**src/rtl/rst_seq_pkg.sv**
```systemverilog
package rst_seq_pkg;

  localparam int NCAUSE = 6;
  localparam int C_POR  = 0;
  localparam int C_ILOP = 1;
  localparam int C_ILAD = 2;
  localparam int C_LVI  = 3;
  localparam int C_WDOG = 4;
  localparam int C_USB  = 5;

  typedef enum logic [2:0] {
    S_HOLD_LONG  = 3'd0,
    S_HOLD_SHORT = 3'd1,
    S_TAIL       = 3'd2,
    S_RUN        = 3'd3,
    S_STOP       = 3'd4,
    S_RECOV      = 3'd5
  } seq_state_t;

  // Collect the synchronous cause strobes into status-bit positions.
  function automatic logic [NCAUSE-1:0] gather_causes(
    input logic stop_exec, input logic stop_en, input logic bad_opcode,
    input logic bad_addr, input logic op_fetch, input logic lvi,
    input logic wdog, input logic usb);
    logic [NCAUSE-1:0] c;
    c         = '0;
    c[C_ILOP] = bad_opcode | (stop_exec & ~stop_en);
    c[C_ILAD] = bad_addr & op_fetch;
    c[C_LVI]  = lvi;
    c[C_WDOG] = wdog;
    c[C_USB]  = usb;
    return c;
  endfunction

  // Next status value: optional clear on read, then OR in new causes.
  function automatic logic [NCAUSE-1:0] next_status(
    input logic [NCAUSE-1:0] cur, input logic rd, input logic [NCAUSE-1:0] fresh);
    return (rd ? '0 : cur) | fresh;
  endfunction

  // Total cycles from sampling edge to pin release and to CPU release.
  function automatic int pin_hold_cycles(input int cnt_w, input int short_len);
    return (1 << cnt_w) + short_len;
  endfunction

  function automatic int cpu_hold_cycles(input int cnt_w, input int short_len);
    return (1 << cnt_w) + 2 * short_len;
  endfunction

endpackage

```
**src/rtl/rst_seq_counter.sv**
```systemverilog
module rst_seq_counter #(
  parameter int CNT_W = 12
) (
  input  logic             clk,
  input  logic             rst_n,
  input  logic             clr,
  output logic [CNT_W-1:0] cnt,
  output logic             at_top
);

  localparam logic [CNT_W-1:0] TOP = '1;

  always_ff @(posedge clk or negedge rst_n) begin
    if (!rst_n)   cnt <= '0;
    else if (clr) cnt <= '0;
    else          cnt <= cnt + 1'b1;
  end

  assign at_top = (cnt == TOP);

  // a clear request always restarts the count from zero
  p_clr_zero_r4: assert property (@(posedge clk) disable iff (!rst_n)
    clr |=> (cnt == '0));

  // without a clear the count advances by exactly one, wrapping at the top
  p_step_r6: assert property (@(posedge clk) disable iff (!rst_n)
    !clr |=> (cnt == $past(cnt) + 1'b1));

endmodule

```
**src/rtl/rst_cause_latch.sv**
```systemverilog
module rst_cause_latch
  import rst_seq_pkg::*;
(
  input  logic              clk,
  input  logic              por_n,
  input  logic [NCAUSE-1:0] fresh,
  input  logic              rd,
  output logic [NCAUSE-1:0] stat
);

  localparam logic [NCAUSE-1:0] POR_VAL = NCAUSE'(1) << C_POR;

  always_ff @(posedge clk or negedge por_n) begin
    if (!por_n) stat <= POR_VAL;
    else        stat <= next_status(stat, rd, fresh);
  end

  // causes sampled at an edge are visible as set after it
  p_sticky_r8: assert property (@(posedge clk) disable iff (!por_n)
    (|fresh) |=> ((stat & $past(fresh)) == $past(fresh)));

  // without a read, no bit is ever lost
  p_keep_r8: assert property (@(posedge clk) disable iff (!por_n)
    !rd |=> ((stat & $past(stat)) == $past(stat)));

endmodule

```
**src/rtl/rst_seq_fsm.sv**
```systemverilog
module rst_seq_fsm
  import rst_seq_pkg::*;
#(
  parameter int CNT_W     = 12,
  parameter int SHORT_LEN = 32
) (
  input  logic             clk,
  input  logic             rst_n,
  input  logic             cause_any,
  input  logic             stop_go,
  input  logic             wake,
  input  logic             short_rec,
  input  logic [CNT_W-1:0] cnt,
  output seq_state_t       st,
  output logic             clr
);

  localparam logic [CNT_W-1:0] LAST_LONG  = '1;
  localparam logic [CNT_W-1:0] LAST_SHORT = CNT_W'(SHORT_LEN - 1);

  seq_state_t       nxt;
  logic [CNT_W-1:0] rec_last;

  assign rec_last = short_rec ? LAST_SHORT : LAST_LONG;

  always_comb begin
    nxt = st;
    if (cause_any) begin
      nxt = S_HOLD_LONG;
    end else begin
      case (st)
        S_HOLD_LONG:  if (cnt == LAST_LONG)  nxt = S_HOLD_SHORT;
        S_HOLD_SHORT: if (cnt == LAST_SHORT) nxt = S_TAIL;
        S_TAIL:       if (cnt == LAST_SHORT) nxt = S_RUN;
        S_RUN:        if (stop_go)           nxt = S_STOP;
        S_STOP:       if (wake)              nxt = S_RECOV;
        S_RECOV:      if (cnt == rec_last)   nxt = S_RUN;
        default:                             nxt = S_HOLD_LONG;
      endcase
    end
  end

  assign clr = cause_any || (nxt != st);

  always_ff @(posedge clk or negedge rst_n) begin
    if (!rst_n) st <= S_HOLD_LONG;
    else        st <= nxt;
  end

  // any cause restarts the sequence at the first hold phase
  p_restart_r10: assert property (@(posedge clk) disable iff (!rst_n)
    cause_any |=> (st == S_HOLD_LONG));

  // a permitted stop in run enters the stopped state
  p_stop_r7: assert property (@(posedge clk) disable iff (!rst_n)
    (st == S_RUN && stop_go && !cause_any) |=> (st == S_STOP));

  // wake leaves a running core running
  p_wake_ignored_r11: assert property (@(posedge clk) disable iff (!rst_n)
    (st == S_RUN && wake && !stop_go && !cause_any) |=> (st == S_RUN));

  // run is only reached from the tail or from stop recovery
  p_run_entry_r5: assert property (@(posedge clk) disable iff (!rst_n)
    $rose(st == S_RUN) |-> ($past(st) == S_TAIL || $past(st) == S_RECOV));

endmodule

```
**src/rtl/rst_seq_top.sv**
```systemverilog
module rst_seq_top
  import rst_seq_pkg::*;
#(
  parameter int CNT_W     = 12,
  parameter int SHORT_LEN = 32
) (
  input  logic              clk,
  input  logic              por_n,
  input  logic              stop_en,
  input  logic              short_rec,
  input  logic              stop_exec,
  input  logic              bad_opcode,
  input  logic              bad_addr,
  input  logic              op_fetch,
  input  logic              lvi_trip,
  input  logic              wdog_expire,
  input  logic              usb_bus_rst,
  input  logic              wake,
  input  logic              stat_rd,
  output logic              ext_rst_low,
  output logic              cpu_rst,
  output logic              bus_clk_en,
  output logic              wdog_tick,
  output logic [NCAUSE-1:0] cause_stat
);

  logic [NCAUSE-1:0] fresh;
  logic              cause_any;
  logic              stop_go;
  logic              cnt_clr;
  logic              cnt_top;
  logic [CNT_W-1:0]  cnt;
  seq_state_t        st;

  assign fresh     = gather_causes(stop_exec, stop_en, bad_opcode, bad_addr,
                                   op_fetch, lvi_trip, wdog_expire, usb_bus_rst);
  assign cause_any = |fresh;
  assign stop_go   = stop_exec & stop_en;

  rst_cause_latch u_latch (
    .clk   (clk),
    .por_n (por_n),
    .fresh (fresh),
    .rd    (stat_rd),
    .stat  (cause_stat)
  );

  rst_seq_counter #(.CNT_W(CNT_W)) u_cnt (
    .clk    (clk),
    .rst_n  (por_n),
    .clr    (cnt_clr),
    .cnt    (cnt),
    .at_top (cnt_top)
  );

  rst_seq_fsm #(.CNT_W(CNT_W), .SHORT_LEN(SHORT_LEN)) u_fsm (
    .clk       (clk),
    .rst_n     (por_n),
    .cause_any (cause_any),
    .stop_go   (stop_go),
    .wake      (wake),
    .short_rec (short_rec),
    .cnt       (cnt),
    .st        (st),
    .clr       (cnt_clr)
  );

  assign ext_rst_low = (st == S_HOLD_LONG) || (st == S_HOLD_SHORT);
  assign cpu_rst     = ext_rst_low || (st == S_TAIL);
  assign bus_clk_en  = !((st == S_STOP) || (st == S_RECOV));
  assign wdog_tick   = (st == S_RUN) && cnt_top;

  // the core is held whenever the pin is pulled low
  p_pin_cpu_r5: assert property (@(posedge clk) disable iff (!por_n)
    ext_rst_low |-> cpu_rst);

  // the watchdog tick only occurs with the core running and clocked
  p_tick_run_r6: assert property (@(posedge clk) disable iff (!por_n)
    wdog_tick |-> (!cpu_rst && bus_clk_en));

  // a data access to an unmapped address does not pull the pin
  p_data_ignore_r2: assert property (@(posedge clk) disable iff (!por_n)
    (!cpu_rst && bad_addr && !op_fetch && !cause_any) |=> !ext_rst_low);

  // every cause pulls the pin right after its sampling edge
  p_pin_cause_r3: assert property (@(posedge clk) disable iff (!por_n)
    cause_any |=> ext_rst_low);

endmodule

```
**config.mk**
```make
export PLATFORM = sky130hd
export DESIGN_NAME = rst_seq_top
export DESIGN_NICKNAME = d
export VERILOG_FILES = /design/src/rtl/rst_seq_pkg.sv /design/src/rtl/rst_seq_counter.sv /design/src/rtl/rst_cause_latch.sv /design/src/rtl/rst_seq_fsm.sv /design/src/rtl/rst_seq_top.sv
export SDC_FILE = /design/constraint.sdc
export NUM_CORES = 1
export LEC_CHECK = 0
export BUFFER_PORTS_ARGS = -buffer_cell sky130_fd_sc_hd__buf_2
export CORE_MARGIN = 2
export CORE_UTILIZATION = 44
export CTS_BUF_LIST = sky130_fd_sc_hd__clkbuf_4
export CTS_CLUSTER_SIZE = 30
export DETAILED_ROUTE_END_ITERATION = 10
export PLACE_DENSITY = 0.79
export SETUP_SLACK_MARGIN = 0.15
export SYNTH_ARGS = -nofsm -noshare
export SYNTH_HDL_FRONTEND = slang
export SYNTH_SLANG_ARGS = --single-unit
export TNS_END_PERCENT = 5
```
**constraint.sdc**
```tcl
create_clock -name clk -period 1.8 [get_ports clk]
set_input_delay 0.54 -clock clk [delete_from_list [all_inputs] [get_ports clk]]
set_output_delay 0.54 -clock clk [all_outputs]
set_load 0.05 [all_outputs]
```
Word level (Yosys, flattened, before mapping)
Index checks and enable logic that the tools add are counted.
Widths: inputs -> output; s select.
Word-level totals
  logic and storage cells: 38
  input port bits: 13
  register bits: 21
  output and inout port bits: 10
Operators by class
  reduce and logical (&&, ||, !) cells: 8
  multiplexer cells: 11
  bitwise logic cells: 6
  add/sub/neg operators: 1
  equality and inequality tests: 9
Operator list (count)
  $mux 12: 2
  $mux 3: 7
  $pmux 3 s6: 1
  $add 12x1->12 const B: 1
  $eq 12x12->1: 1
  $eq 12x12->1 const B: 1
  $eq 12x5->1 const B: 1
  $eq 3x2->1 const B: 2
  $eq 3x3->1 const B: 2
  $mux 6: 1
  $or 6x6->6: 1
  $reduce_or 5->1: 1
  $logic_or 1x1->1: 4
  $and 1x1->1: 3
  $eq 3x1->1 const B: 1
  $logic_not 3->1: 1
  $ne 3x3->1: 1
  $logic_and 1x1->1: 1
  $logic_not 1->1: 1
  $not 1->1: 1
  $or 1x1->1: 1

Depth between registers and ports, before layout
Gate-level depths: netlist of the first run.
  word-level depth: 8
  mapped depth: 8
  mapped depth without buffers: 6

By module
A second synthesis of the first run with hierarchy kept.
Unflattened totals
  cells, all modules: 118
  area, all modules: 1176.1 µm²
Modules (own cells, without submodules)
  rst_seq_counter: area an instance 574.3 µm², cells each 56, sequential area each 300.3 µm², times used 1
  rst_seq_fsm: area an instance 327.8 µm², cells each 38, sequential area each 75.1 µm², times used 1
  rst_cause_latch: area an instance 200.2 µm², cells each 13, sequential area each 151.4 µm², times used 1
  rst_seq_top: area an instance 73.8 µm², cells each 11, sequential area each 0.0 µm², times used 1

Worst setup path before layout of the first run
No wires, ideal clock.
  path kind: register -> output
  from: register u_cnt.cnt[0]
  to: output wdog_tick
  slack: -0.884 ns
  arrival time: 2.144 ns
  buffers on the path: 1
  required time: 1.260 ns
  cell stages (with the launch flop): 6
  cell sequence: dfrtp_1 -> ha_1 -> and4_1 -> buf_2 -> nand4_1 -> nor3_1
Between the ends
  word-level cells in the longest chain between the ends: 2
RTL lines
  from (decl): line rst_seq_counter.sv:7  | output logic [CNT_W-1:0] cnt,
  from (signal assigned): line rst_seq_counter.sv:16  | else cnt <= cnt + 1'b1;
  $eq 12x12->1: line rst_seq_counter.sv:19  | assign at_top = (cnt == TOP);
  $logic_and 1x1->1: line rst_seq_top.sv:71  | assign wdog_tick = (st == S_RUN) && cnt_top;
  to (decl): line rst_seq_top.sv:23  | output logic wdog_tick,
Every way passes these cells.

Worst setup path in the final report of the first run
  from: register u_cnt.cnt[1]
  to: output wdog_tick
The elaborated chain is that of the path after synthesis.

==> results.txt, run 1 <==
The flow ran to the end, but the final reports show violations. The final reports fail on design-rule violations, negative setup slack. The tree is rooted in a sky130_fd_sc_hd__clkbuf_4.

The startpoint class of the critical path is a flop. In the final layout, the share of cells above drive strength 1 is 0.500. In this run the tightest slew margin relative to its limit is 0.485.

Setup repair after global routing could not meet its margin everywhere. In this run, CTS created clock tree buffers numbering 3. Summed over all nets, wire length on met2 after detailed routing comes to 1.70 mm.

The first global-routing pass estimated ~5.7 mm of wire. The average wire length per cell after detail routing came out at 14.9 µm. The number of top-level pins is 23.

The setup path with the least slack is of type flop to output port. For this run, the slowest stage of the critical path takes about 0.4 ns. The dominant cell type by area after synthesis is sky130_fd_sc_hd__dfrtp_1. The post-cts hold buffer count came out at 0.

The last weighted congestion value of the routability-driven placer came out at around 0.84. The number of levels the H-tree was split into is 1. By count the netlist is led by sky130_fd_sc_hd__dfrtp_1, sky130_fd_sc_hd__nor4_2, sky130_fd_sc_hd__xor2_1. The via count normalized by instance count is 5.69.

The dominant register cell in the synthesized netlist is sky130_fd_sc_hd__dfrtp_1. The number of nets produced by synthesis is 140. For this design, the slowest cell found on the critical path is sky130_fd_sc_hd__dfrtp_1. The worst slack at placement is -0.789 ns. The most repeated library cell on the critical path is sky130_fd_sc_hd__buf_6. Setup violations remaining at the end of the flow were counted as 18. The max-capacitance violation count is 0. The maximum fanout count along the critical path came out at 2.

Across every metal layer, demand over resource in global routing totals 0.209. The initial core utilization is 0.471. Summed over all layers, the routed wires come to 3.27 mm.

Entering global routing, the biggest net connects 22 pins. The die span in x is around 60 µm. The post-route fraction of the period consumed by the critical path came out at 1.24. Detailed placement ended at an HPWL of 2.42 mm. The placed standard-cell area is 1760 µm².

The signal on the critical path passes through ha_2 > and4_4 > buf_6 > nand4_1 > nor3_4 > buf_6. The async set-reset flop share out of synthesis is 1.00. The leakage power came out at 0.817 nW. The sum of overflow across all layers after global routing came out at 0. The Yosys step of the flow raised 0 warnings. The area of the core came out at 2810 µm². The arrival time of data at the critical path endpoint is 1.69 ns.

The number of sinks handled by clock tree synthesis is 21. The iteration count of the initial detailed-routing pass came out at 7. The diode insertion count for antenna repair is 0. The final count of hold timing violations is 0. The depth of the worst register-to-register path is 7. Tracing the worst setup path back leads to its startpoint at u_cnt.cnt[1]$_DFF_PN0_.

The first routing iteration left 66 violations. The y dimension of the die is roughly 59 µm. The total of flip-flops plus latches after synthesis came out at 21. The maximum vdd ir drop is between 0.3 and 0.4 mV. The highest routing layer actually used is met4. After routing the design area is 1880 µm². The synthesized design contains 0 enable-type register cells. After synthesis, the mean cell area works out to 10.5 µm².

The cell area after technology mapping came out at 1320 µm². Of the post-synthesis cell area, the dominant cell type holds 0.378. The worst setup slack after layout came out at -0.433 ns.

TritonCTS built the clock tree. Derived from the worst setup path, the maximum achievable clock frequency is 448 MHz. The CTS clock-pin slew for the worst setup and hold paths came out at 0.12 ns.

The power density normalized to cell area came out at 435 nW/µm². In the synthesized netlist, the number of instances is 126. The path category of the worst min-delay check is input pin to asynchronous set/reset pin. The area enclosed by the die boundary is 3460 µm². The required time of the critical path came out at 1.26 ns. The DRC violations left came out at 3.

The detailed-routing wirelength on met1 came out at between 1 and 1.5 mm. The initial antenna violation count is 0. The final critical-path required period is 2.23 ns. For the final database, setup skew stands at 0.00933 ns. By area the synthesized netlist is led by sky130_fd_sc_hd__dfrtp_1, sky130_fd_sc_hd__nor4_2, sky130_fd_sc_hd__xor2_1. The count of antenna-violating nets left after detailed routing came out at 0.

The worst setup path is captured at an output port. The clock latency reported for the late side of the worst-skew pair is 0.31 ns. The clock passes through at most 2 buffers. The startpoint of the most critical register-to-register path is u_cnt.cnt[1]$_DFF_PN0_. Compared with the post-synthesis result, the final layout area differs by 42.2%.

Detailed routing placed a total of 144 µm of wire on met3. The share of the Yosys chip area taken by registers is 0.398. The number of global-route vias before repair came out at 1322. The number of slew-limit violations in the final report came out at 0. The total via count in the routed design came out at between 1000 and 1500.

For the pin with the worst max-slew slack, the measured transition is slightly below 0.8 ns. The count of standard-cell rows came out at 19. In the post-synthesis netlist, the cell with the most instances is sky130_fd_sc_hd__dfrtp_1. The number of distinct standard cells referenced by the synthesized netlist is 44. The post-layout net count is 203. Buffers placed on the I/O ports in this run total 22.
-- kinds of logic after synthesis --
family / after synthesis / synth area share
compound gates: 22 / 0.148
xor+xnor: 10 / 0.0662
fa+ha+maj: 1 / 0.00946
buf+inv: 14 / 0.0511
flops: 21 / 0.398
mux: 2 / 0.0151
simple gates: 56 / 0.312
-- routing by layer --
metal	track usage	vias up
li1	-	603
met4	0.0422	0
met1	0.268	612
met5	0	-
met3	0.0374	2
met2	0.368	29
-- layout by cell type, fill, tap and decap left out, drive strengths merged, types with 2 or more instances in the layout --
master	count
a211oi	2
dfrtp	20
o21bai	2
nand2b	2
xor2	9
a21oi	3
nor4	14
nor3	2
and3	2
mux2i	2
and4	4
inv	6
nand3	8
a31oi	2
and2	2
nand2	6
a21o	3
nor2	4
nand4	7
clkbuf	4
buf	65
-- per-stage QoR --
step                      power, mW   util  hold slack (ns)  cells  setup TNS [ns]
after floorplan               0.546      -            0.244    126           -1.91
after global placement        0.594  0.626            0.455    211           -8.36
after detailed placement      0.597  0.626            0.467    211           -9.44
after CTS                     0.827  0.664            0.180    218           -4.72
after global routing          0.852  0.670            0.189    219           -6.94
final                         0.818  0.670            0.175    219           -4.82
-- path summary, 6_finish.rpt --
kind	endpoint	slack, ns
hold reg to reg	u_latch.stat[5]$_DFF_PN0_	0.49
setup reg to reg	u_cnt.cnt[11]$_DFF_PN0_	-0.37
setup / recovery	wdog_tick	-0.43
min in group clk	u_latch.stat[0]$_DFFE_PN1P_	0.35
hold / removal	u_fsm.st[0]$_DFF_PN0_	0.17
max in group asynchronous	u_latch.stat[0]$_DFFE_PN1P_	1.27
-- registers in the layout, summed over array words and instances (netlist names) --
register      flops
u_cnt.cnt        12
u_fsm.st          3
u_latch.stat      6
-- worst max-delay path, delay by kind of cell, from the launching register on --
family,cells,cell delay (ns)
buffers and inverters,2,0.27
DFF,1,0.39
adders and majority gates,1,0.19
and+or+nand+nor,3,0.53
-- report_power, final --
part	internal (mW)	leakage (nW)	switching, mW
clock network	0.0829	0.0177	0.148
logic	0.0344	0.525	0.0688
registers	0.480	0.275	0.00422
total	0.598	0.817	0.221
-- repair_timing --
action / in CTS / in global routing
resized for setup: 16 / 3
buffers inserted: 3 / 1
setup endpoints to repair: 19 / 20
pin swaps: 16 / 7
-- final cells by class --
type | count | area (µm²)
fill | 233 | 925
multi-input combinational | 91 | 766
sequential | 21 | 527
timing repair buffer | 66 | 499
tap | 31 | 38.8
clock buffer | 3 | 22.5
inverter | 6 | 22.5
clock inverter | 1 | 5.00
(Power assumes the default switching activity.)
==> inputs of run 2 (changes only) <==
PLACE_DENSITY = 0.68   (was 0.79)
==> run 2 against run 1 <==
Against the previous run: the flow still finishes with violations (design-rule violations, negative setup slack); die area unchanged; sequential cell count unchanged; final cell count down 1.4%; clock skew about the same; non-clock buffer count down 3; first-iteration DRC count up 26%; hold slack worse by 0.0076 ns; fmax down 0.54%; register-to-register slack better by 0.03 ns; critical endpoint unchanged; largest cell class unchanged.
==> results.txt, run 2 (synthesis gave the netlist of run 1 again) <==
The via count normalized by instance count is 5.60 (was 5.69). The die span in x is 58.8 µm (unchanged). The most common cell after layout, fill and taps aside is sky130_fd_sc_hd__buf_4 (unchanged). The estimated wirelength of the detail-placed design came out at 2.39 mm (was 2.42 mm). Chain of cells forming the critical path: ha_2 > and4_4 > buf_6 > nand4_1 > nor3_4 > buf_6 (unchanged). The switching share of total power is 0.259 (was 0.270). The initial core utilization came out at 0.471 (unchanged). The area growth from synthesis to final layout came out at 42.3% (was 42.2%). The worst setup slack after layout came to -0.445 ns (was -0.433 ns). The post-route standard cell area excluding fillers was 1880 µm² (about the same). The overall routing resource usage came out at 0.213 (was 0.209). The actual slew at the worst max-slew pin came to 0.733 ns (was 0.772 ns).

The count of antenna-violating nets left after detailed routing is 0 (unchanged). The wire length of the first global-routing pass was 5.65 mm (was 5.66 mm). The arrival time of data at the critical path endpoint was 1.71 ns (was 1.69 ns). The final count of hold timing violations came to 0 (unchanged). The depth of the worst register-to-register path is 7 (unchanged). The area enclosed by the die boundary came to 3460 µm² (unchanged). The family with the most delay on the worst path is simple AND/OR/NAND/NOR gates (unchanged). The headroom to the max-slew limit came out at 0.510 (was 0.485).

The minimum hold slack is 0.167 ns (was 0.175 ns). The placed standard-cell area is 1740 µm² (was 1760 µm²). The initial antenna violation count came to 0 (unchanged). The post-layout net count came out at 200 (was 203). The maximum fanout count along the critical path is 2 (unchanged). The design internal power is 0.615 mW (was 0.598 mW). The number of buffers between clock root and the deepest sink came to 2 (unchanged). The total via count in the routed design is 1209 (was 1246).

The diode insertion count for antenna repair came out at 0 (unchanged). The largest stage delay on the critical path is 0.37 ns (was 0.39 ns). Violated checks: design-rule violations, negative setup slack (unchanged).

The max-capacitance violation count came out at 0 (unchanged). The number of slew-limit violations in the final report is 0 (unchanged). Most used cells in the layout excluding fill and tap cells: sky130_fd_sc_hd__buf_4, sky130_fd_sc_hd__dfrtp_1, sky130_fd_sc_hd__buf_2, sky130_fd_sc_hd__nor4_2, sky130_fd_sc_hd__xor2_1 (unchanged).

The number of buffers added by the clock tree synthesis step is 3 (unchanged). The post-route fraction of the period consumed by the critical path came out at 1.25 (was 1.24). The maximum clock frequency came out at 445 MHz (was 448 MHz). The y dimension of the die came out at 58.8 µm (unchanged). The total power is 0.830 mW (was 0.818 mW). The port buffer count came out at 22 (unchanged).

The post-cts hold buffer count is 0 (unchanged). The leakage power was 0.801 nW (was 0.817 nW). The switching power came out at 0.215 mW (was 0.221 mW). The number of sinks handled by clock tree synthesis is 21 (unchanged). The cell at the slowest stage of the critical path is sky130_fd_sc_hd__dfrtp_1 (unchanged). The detailed-route wire length came to 3.15 mm (was 3.27 mm). The number of global-route vias before repair was 1274 (was 1322). The path category of the worst min-delay check is input pin to asynchronous set/reset pin (unchanged).

The critical path capture point type was an output port (unchanged). The DRC violations left is 1 (was 3). The clock latency reported for the late side of the worst-skew pair came to 0.31 ns (about the same). The startpoint of the most critical register-to-register path was u_cnt.cnt[1]$_DFF_PN0_ (unchanged). The number of top-level pins came to 23 (unchanged). Unrepaired setup endpoints after global routing: true (unchanged).

The last weighted congestion value of the routability-driven placer is 0.798 (was 0.841). The sum of overflow across all layers after global routing is 0 (unchanged). The maximum vdd ir drop is 0.414 mV (was 0.381 mV). The count of standard-cell rows came to 19 (unchanged). Top Registers: u_cnt.cnt (12), u_latch.stat (6), u_fsm.st (3) (unchanged).

The critical path start-end classification is flop to output port (unchanged). The buffer and inverter count on the worst path is 2 (unchanged). The CTS clock-pin slew for the worst setup and hold paths is 0.12 ns (about the same). The area of the core is 2810 µm² (unchanged). The required time of the critical path is 1.26 ns (about the same). The cell at the root of the clock tree is sky130_fd_sc_hd__clkbuf_4 (unchanged).

The register with the most flip-flops is u_cnt.cnt (unchanged). The number of flip-flops in the largest register is 12 (unchanged). The clock network fraction of total power is 0.294 (was 0.282). The largest net degree at the start of global routing came out at 22 (unchanged). The power density normalized to cell area is 441 nW/µm² (was 435 nW/µm²).

The worst slack at placement came to -0.824 ns (was -0.789 ns). The average wire length per cell after detail routing was 14.6 µm (was 14.9 µm). The proportion of power drawn by flip-flops and latches came out at 0.584 (was 0.592).

Status: complete, but fails checks (unchanged). The final setup violation count was 15 (was 18). The most repeated library cell on the critical path is sky130_fd_sc_hd__buf_6 (unchanged). The final critical-path required period came to 2.25 ns (was 2.23 ns).

The iteration count of the initial detailed-routing pass was 7 (unchanged). The terminus of the critical flop-to-flop path was u_cnt.cnt[11]$_DFF_PN0_ (unchanged). The share of layout cells above drive strength 1 is 0.503 (was 0.500).

The register-to-register setup slack is -0.34 ns (was -0.37 ns). The startpoint class of the critical path is a flop (unchanged). The CTS tree is yes (unchanged).

The fraction of the core area covered by cells at the end of the flow is 0.671 (was 0.670). The portion of total power attributed to combinational logic came to 0.123 (was 0.126). The number of inserted filler cells in the final layout is 235 (was 233).

The number of levels the H-tree was split into is 1 (unchanged). The DRC violation total after the first TritonRoute iteration is 83 (was 66). The post-route clock skew is 0.00957 ns (was 0.00933 ns).
-- run 2: changes by cell type in the layout (fill, tap and decap cells not counted), sizes merged --
cell,previous run,this run
buf,65,62
clkbuf,4,5
clkinv,1,0
-- run 2: cell type report --
| type | instances | area (µm²) | share of cell area |
|---|---|---|---|
| multi-input combinational | 91 | 783 | 0.416 |
| sequential | 21 | 527 | 0.280 |
| timing repair buffer | 63 | 480 | 0.255 |
| tap | 31 | 38.8 | 0.0206 |
| clock buffer | 4 | 30.0 | 0.0160 |
| inverter | 6 | 22.5 | 0.0120 |
-- run 2: worst max-delay path by stage --
| stage | depth (start not counted) | slack (ns) | endpoint | from |
|---|---|---|---|---|
| after floorplan | 5 | -0.23 | wdog_tick | u_cnt.cnt[0]$_DFF_PN0_ |
| after global placement | 6 | -0.74 | u_cnt.cnt[2]$_DFF_PN0_ | bad_addr |
| after detailed placement | 6 | -0.82 | u_cnt.cnt[2]$_DFF_PN0_ | bad_addr |
| after CTS | 6 | -0.49 | wdog_tick | u_cnt.cnt[1]$_DFF_PN0_ |
| after global routing | 6 | -0.56 | wdog_tick | u_cnt.cnt[1]$_DFF_PN0_ |
| final | 6 | -0.45 | wdog_tick | u_cnt.cnt[1]$_DFF_PN0_ |
-- run 2: metrics by stage --
step           std cells  setup TNS (ns)
2_1_floorplan        126           -1.91
3_3_place_gp         209           -9.01
3_5_place_dp         209          -10.09
4_1_cts              215           -4.35
5_1_grt              216           -6.14
6_report             216           -4.07
-- run 2: power groups by stage --
stage	Combinational [mW]	Clock, mW	Sequential (mW)
finish	0.102	0.244	0.484
global route	0.111	0.266	0.486
floorplan	0.0235	0	0.523
global placement	0.100	0	0.493
detailed placement	0.102	0	0.494
CTS	0.103	0.252	0.485
-- run 2: per-layer routing --
layer | vias up | part of all wire | wire (µm) | GRT usage
li1 | 602 | - | - | -
met1 | 579 | 0.44 | 1390 | 0.274
met4 | 0 | 0.0079 | 25 | 0.0779
met2 | 24 | 0.51 | 1620 | 0.363
met3 | 4 | 0.036 | 112 | 0.0286
met5 | - | 0 | 0 | 0
-- run 2: what timing repair did --
action | CTS | global route
hold endpoints to repair | 0 | 0
endpoints found under the setup margin | 19 | 20
buffers inserted | 2 | 1
resized for setup | 21 | 2
pin swaps | 19 | 7
